--- src/rtl/gpio_edge_pkg.sv ---
// Shared register indices for the edge-interrupt GPIO controller.
// Assumes eight registers per bank; the index order fixes the address order.
package gpio_edge_pkg;
    localparam int REGS_PER_BANK = 8;
    localparam int SEL_W         = 3;

    typedef enum logic [SEL_W-1:0] {
        RG_LEVEL = 3'd0,
        RG_DOUT  = 3'd1,
        RG_DIR   = 3'd2,
        RG_RISE  = 3'd3,
        RG_FALL  = 3'd4,
        RG_ALLOW = 3'd5,
        RG_PEND  = 3'd6,
        RG_FLIP  = 3'd7
    } reg_sel_e;
endpackage

--- src/rtl/gpio_addr_dec.sv ---
// Register address decoder.
// Maps a byte offset to (hit, bank, register). The first NUM_IL banks interleave
// word by word from offset 0 with a stride of NUM_IL words per register; the
// last bank starts at SOLO_BASE with the same stride. Unaligned offsets miss.
module gpio_addr_dec
    import gpio_edge_pkg::*;
#(
    parameter int ADDR_W    = 11,
    parameter int NUM_IL    = 3,
    parameter int SOLO_BASE = 256,
    localparam int NB       = NUM_IL + 1,
    localparam int BW       = $clog2(NB)
) (
    input  logic [ADDR_W-1:0] addr_i,
    output logic              hit_o,
    output logic [BW-1:0]     bank_o,
    output reg_sel_e          sel_o
);
    localparam int WORD_W    = ADDR_W - 2;
    localparam int IL_WORDS  = NUM_IL * REGS_PER_BANK;
    localparam int SOLO_WORD = SOLO_BASE / 4;

    logic [WORD_W-1:0] word;
    logic [WORD_W-1:0] off;

    assign word = addr_i[ADDR_W-1:2];
    assign off  = word - WORD_W'(SOLO_WORD);

    // Purpose: resolve the interleaved region or the separate last-bank region.
    always_comb begin
        hit_o  = 1'b0;
        bank_o = '0;
        sel_o  = RG_LEVEL;
        if (addr_i[1:0] == 2'b00) begin
            if (int'(word) < IL_WORDS) begin
                hit_o  = 1'b1;
                bank_o = BW'(int'(word) % NUM_IL);
                sel_o  = reg_sel_e'(SEL_W'(int'(word) / NUM_IL));
            end else if (int'(word) >= SOLO_WORD && int'(off) < IL_WORDS
                         && (int'(off) % NUM_IL) == 0) begin
                hit_o  = 1'b1;
                bank_o = BW'(NUM_IL);
                sel_o  = reg_sel_e'(SEL_W'(int'(off) / NUM_IL));
            end
        end
    end
endmodule

--- src/rtl/gpio_bank.sv ---
// One bank of PIN_W pins: synchronizer, edge detector, control and pending registers.
// Assumes wr_en is already qualified by the bank decode. Read data is combinational.
// Pending bits latch regardless of the allow register; a same-cycle edge beats a clear.
module gpio_bank
    import gpio_edge_pkg::*;
#(
    parameter int PIN_W = 32
) (
    input  logic             clk,
    input  logic             rst_n,
    input  logic [PIN_W-1:0] pins_i,
    input  logic             wr_en,
    input  reg_sel_e         sel,
    input  logic [PIN_W-1:0] wdata,
    output logic [PIN_W-1:0] rdata,
    output logic [PIN_W-1:0] dout,
    output logic [PIN_W-1:0] dir,
    output logic             irq_req
);
    logic [PIN_W-1:0] sync1_q, sync2_q, prev_q;
    logic [PIN_W-1:0] dout_q, dir_q, rise_q, fall_q, allow_q, pend_q;
    logic [PIN_W-1:0] set_vec, clr_mask;

    // Purpose: two-flop synchronizer plus one cycle of history for edge detection.
    always_ff @(posedge clk) begin
        if (!rst_n) begin
            sync1_q <= '0;
            sync2_q <= '0;
            prev_q  <= '0;
        end else begin
            sync1_q <= pins_i;
            sync2_q <= sync1_q;
            prev_q  <= sync2_q;
        end
    end

    // Purpose: software-written control registers.
    always_ff @(posedge clk) begin
        if (!rst_n) begin
            dout_q  <= '0;
            dir_q   <= '0;
            rise_q  <= '0;
            fall_q  <= '0;
            allow_q <= '0;
        end else if (wr_en) begin
            case (sel)
                RG_DOUT:  dout_q  <= wdata;
                RG_FLIP:  dout_q  <= dout_q ^ wdata;
                RG_DIR:   dir_q   <= wdata;
                RG_RISE:  rise_q  <= wdata;
                RG_FALL:  fall_q  <= wdata;
                RG_ALLOW: allow_q <= wdata;
                default:  ;
            endcase
        end
    end

    // Purpose: enabled edges of the synchronized pins and write-1 clear mask.
    always_comb begin
        set_vec  = (rise_q & sync2_q & ~prev_q) | (fall_q & ~sync2_q & prev_q);
        clr_mask = (wr_en && sel == RG_PEND) ? wdata : '0;
    end

    // Purpose: pending status; a new edge wins over a clear in the same cycle.
    always_ff @(posedge clk) begin
        if (!rst_n) pend_q <= '0;
        else        pend_q <= (pend_q & ~clr_mask) | set_vec;
    end

    // Purpose: register read mux.
    always_comb begin
        case (sel)
            RG_LEVEL: rdata = sync2_q;
            RG_DOUT:  rdata = dout_q;
            RG_DIR:   rdata = dir_q;
            RG_RISE:  rdata = rise_q;
            RG_FALL:  rdata = fall_q;
            RG_ALLOW: rdata = allow_q;
            RG_PEND:  rdata = pend_q;
            default:  rdata = '0;
        endcase
    end

    assign dout    = dout_q;
    assign dir     = dir_q;
    assign irq_req = |(pend_q & allow_q);

    AST_PEND_STICKY: assert property (@(posedge clk) disable iff (!rst_n)
        (|pend_q) |=> ((~pend_q & $past(pend_q & ~clr_mask)) == '0));
    AST_SET_BEATS_CLEAR: assert property (@(posedge clk) disable iff (!rst_n)
        (|(set_vec & clr_mask)) |=> ((pend_q & $past(set_vec & clr_mask)) == $past(set_vec & clr_mask)));
    AST_NO_UNENABLED_PEND: assert property (@(posedge clk) disable iff (!rst_n)
        1'b1 |=> ((pend_q & ~$past(pend_q) & ~$past(rise_q | fall_q)) == '0));
    AST_DOUT_ONLY_ON_WRITE: assert property (@(posedge clk) disable iff (!rst_n)
        !(wr_en && (sel == RG_DOUT || sel == RG_FLIP)) |=> $stable(dout_q));
endmodule

--- src/rtl/gpio_edge_ctrl.sv ---
// Top of the multi-bank edge-interrupt GPIO controller.
// Assumes a single-cycle register port (write at the clock edge, combinational read)
// and asynchronous pin inputs. All bank interrupt requests share irq_o.
module gpio_edge_ctrl
    import gpio_edge_pkg::*;
#(
    parameter int ADDR_W    = 11,
    parameter int PIN_W     = 32,
    parameter int NUM_IL    = 3,
    parameter int SOLO_BASE = 256,
    localparam int NB       = NUM_IL + 1,
    localparam int BW       = $clog2(NB),
    localparam int TOTAL    = NB * PIN_W
) (
    input  logic              clk,
    input  logic              rst_n,
    input  logic [ADDR_W-1:0] addr_i,
    input  logic              we_i,
    input  logic [PIN_W-1:0]  wdata_i,
    output logic [PIN_W-1:0]  rdata_o,
    input  logic [TOTAL-1:0]  pins_i,
    output logic [TOTAL-1:0]  pins_o,
    output logic [TOTAL-1:0]  pins_oe_o,
    output logic              irq_o
);
    logic             hit;
    logic [BW-1:0]    bank;
    reg_sel_e         sel;
    logic [PIN_W-1:0] bank_rd [NB];
    logic [NB-1:0]    bank_irq;

    gpio_addr_dec #(
        .ADDR_W    (ADDR_W),
        .NUM_IL    (NUM_IL),
        .SOLO_BASE (SOLO_BASE)
    ) i_dec (
        .addr_i (addr_i),
        .hit_o  (hit),
        .bank_o (bank),
        .sel_o  (sel)
    );

    for (genvar b = 0; b < NB; b++) begin : g_bank
        gpio_bank #(.PIN_W(PIN_W)) i_bank (
            .clk     (clk),
            .rst_n   (rst_n),
            .pins_i  (pins_i[b*PIN_W +: PIN_W]),
            .wr_en   (we_i && hit && (int'(bank) == b)),
            .sel     (sel),
            .wdata   (wdata_i),
            .rdata   (bank_rd[b]),
            .dout    (pins_o[b*PIN_W +: PIN_W]),
            .dir     (pins_oe_o[b*PIN_W +: PIN_W]),
            .irq_req (bank_irq[b])
        );
    end

    // Purpose: select the addressed bank's read data, zero on a miss.
    always_comb begin
        rdata_o = hit ? bank_rd[bank] : '0;
    end

    assign irq_o = |bank_irq;

    AST_STRAY_WRITE_IGNORED: assert property (@(posedge clk) disable iff (!rst_n)
        (we_i && !hit) |=> ($stable(pins_o) && $stable(pins_oe_o)));
endmodule

--- config.mk ---
export PLATFORM = sky130hd
export DESIGN_NAME = gpio_edge_ctrl
export DESIGN_NICKNAME = d
export VERILOG_FILES = /design/src/rtl/gpio_edge_pkg.sv /design/src/rtl/gpio_addr_dec.sv /design/src/rtl/gpio_bank.sv /design/src/rtl/gpio_edge_ctrl.sv
export SDC_FILE = /design/constraint.sdc
export NUM_CORES = 2
export LEC_CHECK = 0
export ABC_AREA = 1
export BUFFER_PORTS_ARGS = -buffer_cell sky130_fd_sc_hd__buf_2
export CORE_MARGIN = 2
export CORE_UTILIZATION = 40
export CTS_CLUSTER_SIZE = 8
export DETAILED_ROUTE_END_ITERATION = 12
export GPL_ROUTABILITY_DRIVEN = 0
export HOLD_SLACK_MARGIN = 0.06
export PLACE_DENSITY = 0.66
export SETUP_SLACK_MARGIN = 0.2
export SYNTH_ARGS = -nofsm -noshare
export SYNTH_HDL_FRONTEND = slang
export SYNTH_SLANG_ARGS = --single-unit
--- constraint.sdc ---
create_clock -name clk -period 15.3 [get_ports clk]
set_input_delay 3.825 -clock clk [delete_from_list [all_inputs] [get_ports clk]]
set_output_delay 3.825 -clock clk [all_outputs]
set_load 0.02 [all_outputs]
==> results.yml <==
clocking:
  cts.hold.buffers_added: 0
  insertion_delay_ns: 0.80
  clock_sinks: 1152
  tritoncts: "built"
  largest_buffer_count_on_any_clock_path: 3
  worst_setup_hold_path_clk_slew_ns: 0.05
  cts.root.buffer_cell: "clkbuf_16"
  ctsHtreeMaxLevel: 4
  numCtsBuffers: 163
global_routing:
  grt_pass1_vias: 48000
  maximum_number_of_pins_on_one_net_before_global_route_repair: 187
  grt_antenna_before_repair: 8
  grt_pass1_wl_um: 310000
  grt_overflow: 0
  grt_usage: 0.301
synthesis:
  gate_count_after_technology_mapping: 7627
  postSynthNetCount: 7811
  postSynth.asyncResetShare: 0
  synth_common_cells: "nand2_1 (1,972), dfxtp_1 (1,152), inv_1 (674), nor2_1 (674), a21oi_1 (648)"
  synth-edff-count: 0
  synth-warning-count: 0
  syn-cell-area_um2: 52500
  yosys-top-cells-area: "dfxtp_1 (44%), nand2_1 (14%), a21oi_1 (6.2%)"
  synthDominantCellAreaShare: 0.439
  largest_area_contributor_in_the_synthesized_netlist: "dfxtp_1"
  synth_flop_cell: "dfxtp_1"
  post_synth.cell_area_avg_um2: 6.88
  synth.yosys.seq_area_share: 0.439
  yosys.cell_count.top_type: "nand2_1"
  synth-seq-cells: 1152
  yosys.cell_types.count: 50
die:
  die_x_extent_um: 366
  pin_count: 463
  design.die.area_um2: 134000
  dieHeight_um: 366
  coreArea_um2: 130000
  initial_core_util: 0.404
  floorplan.rows: 132
sta:
  slew_violations: 0
  setup_repair_after_global_routing_missed_its_margin: "yes"
  final-hold-violation-count: 0
  setup_slack_ns: 0.467
  final.period_utilization: 0.969
  timing_worst_slew_pin_value_ns: 1.30
  max_freq_ghz: 0.0674
  fin_setup_tns_ns: 0
  final.setup_skew_ns: 0.0253
  relSlewSlack: 0.131
  setup_viol_count_final: 0
  period_needed_ns: 14.83
detailed_routing:
  drt-pass1-iter-count: 9
  ant_nets: 0
  initialDrtViolationCount: 7905
  vias: 54000
  drt_drc_violations_left: 0
  wire_per_inst_um: 22.3
  routed_via_density: 5.59
  routed_wl_um: 216000
setup_path:
  critPathSlowestCell: "nor2_4"
  crit_reg_reg_startpoint: "g_bank[2].i_bank.dout[31]$_SDFFE_PN0P_"
  critical_path.most_common_cell: "nand2_1"
  critical-path-max-stage-delay_ns: 0.42
  crit-reg2reg-capture: "g_bank[2].i_bank.dout[31]$_SDFFE_PN0P_"
  crit_type: "in -> out"
  worst-r2r-setup-slack_ns: 14.19
  critPathLaunchType: "input pin"
  cp.arrival_ns: 11.01
  critPathRequiredTime_ns: 11.48
  worst_r2r_path_depth: 4
  critical_path_peak_fanout: 10
  critPathCaptureType: "primary output"
pwr:
  irDropWorstVdd_v: 0.000128
  power_report.internal_total_uw: 5200
  power.density_nw_per_um2: 115
  seq_power_share: 0.436
  clock_power_share: 0.462
  relative_contribution_of_combinational_cells_to_total_power: 0.102
  cellLeakagePower_uw: 0.0293
  total_switching_power_uw: 1870
  sw_frac_of_total: 0.265
run_status:
  outcome: "completed"
hold_path:
  hold_path.class: "reg -> reg"
  timing.hold.worst.start: "g_bank[2].i_bank.sync1_q[29]$_SDFF_PN0_"
  whs_endpoint: "g_bank[2].i_bank.sync2_q[29]$_SDFF_PN0_"
  worst_hold_path.num_cells: 2
placed_design:
  hpwlAfterDp_um: 142000
  place.detailed.instances: 9422
  pre_cts_ws_ns: 0.177
  port_buffers: 462
cells_and_area:
  final_cell_count_no_fill: 9654
  postLayoutCoreUtil: 0.472
  layout.nets: 8074
  fraction_of_layout_cells_with_a_size_suffix_above_1: 0.125
  flow.area_growth_from_synthesis_pct: 16.7
job:
  maxCapViolCount: 0
-- layer usage --
layer | share of wire | GRT usage | routed length [µm]
met5 | 0.00011 | 0 | 23
met4 | 0.056 | 0.158 | 12100
met3 | 0.13 | 0.0835 | 28000
met2 | 0.40 | 0.421 | 87300
met1 | 0.41 | 0.417 | 88200
-- state kept, by name, indices dropped and copies added, names as in the netlist --
name                   flops
g_bank.i_bank.allow_q    128
g_bank.i_bank.dir        128
g_bank.i_bank.dout       128
g_bank.i_bank.fall_q     128
g_bank.i_bank.pend_q     128
g_bank.i_bank.prev_q     128
g_bank.i_bank.rise_q     128
g_bank.i_bank.sync1_q    128
g_bank.i_bank.sync2_q    128
-- area by class of cell --
class / instances / area [µm²]
tap: 1742 / 2180
timing repair buffer: 622 / 4190
multi-input combinational: 5241 / 24700
fill: 13000 / 68600
inverter: 710 / 2680
clock inverter: 12 / 135
clock buffer: 174 / 4270
sequential: 1152 / 23100
antenna: 1 / 2.50
-- cells by family after synthesis --
group | count (synthesis) | synth area share
fa+ha+maj | 10 | 0.00238
flops | 1152 | 0.439
xor+xnor | 73 | 0.0130
compound gates | 1615 | 0.160
buf+inv | 1235 | 0.0961
simple gates | 3542 | 0.289
-- critical path, delay by kind of cell --
family / cells / cell delay (ns)
AND/OR/NAND/NOR: 37 / 4.65
AO/OA/AOI/OAI: 3 / 0.38
adder cells (fa/ha/maj): 4 / 0.89
buffers and inverters: 12 / 1.23
-- timing repair --
item	CTS	global route
endpoints found under the setup margin	12	32
gates resized for setup	6	110
setup buffers	4	23
gates cloned	1	17
pin swaps	1	23
-- power groups by stage --
stage | Combinational [µW] | Clock [µW] | Sequential (µW)
final | 723 | 3270 | 3080
after global routing | 780 | 3420 | 3080
after CTS | 658 | 3290 | 3080
after global placement | 644 | 0 | 3140
after detailed placement | 653 | 0 | 3140
after floorplan | 467 | 0 | 3120
-- placed cells by master, fill, tap and decap left out, types with 4 or more instances in the layout --
| cell | instances |
|---|---|
| o21ai_1 | 244 |
| nand2_2 | 31 |
| ha_1 | 8 |
| a21oi_1 | 648 |
| nor2_1 | 645 |
| buf_16 | 5 |
| nand2_1 | 1951 |
| xnor2_1 | 66 |
| clkinv_8 | 5 |
| a22o_1 | 4 |
| o211ai_1 | 4 |
| nor2_2 | 31 |
| nand3_4 | 12 |
| buf_2 | 453 |
| nand3_1 | 607 |
| clkbuf_8 | 4 |
| a31oi_1 | 129 |
| nor4_1 | 5 |
| clkbuf_16 | 179 |
| nand2_4 | 8 |
| buf_6 | 16 |
| nor2_4 | 21 |
| buf_12 | 19 |
| dfxtp_1 | 1152 |
| nor3_1 | 36 |
| nand3_2 | 16 |
| buf_4 | 112 |
| inv_6 | 7 |
| inv_1 | 670 |
| buf_8 | 5 |
| o21ai_0 | 542 |
| a221oi_1 | 30 |
| nand3b_1 | 132 |
| nand4_1 | 35 |
| inv_2 | 35 |
-- through the flow --
step | hold WS, ns | instance area [µm²] | total power (µW)
6_report | 0.394 | 61300 | 7070
3_5_place_dp | 0.396 | 55900 | 3790
3_3_place_gp | 0.395 | 55900 | 3780
4_1_cts | 0.408 | 60400 | 7030
2_1_floorplan | 0.390 | 52500 | 3590
5_1_grt | 0.418 | 61300 | 7280
-- worst max path at each step --
stage	from	endpoint	slack, ns	cells after the start
floorplan	addr_i[8]	rdata_o[23]	1.76	58
global placement	addr_i[8]	rdata_o[16]	0.41	60
detailed placement	addr_i[8]	rdata_o[16]	0.18	55
CTS	addr_i[8]	rdata_o[22]	0.17	58
global route	addr_i[8]	rdata_o[20]	0.04	57
finish	addr_i[8]	rdata_o[3]	0.47	56
Note: power is estimated with default switching activity, not from simulation.
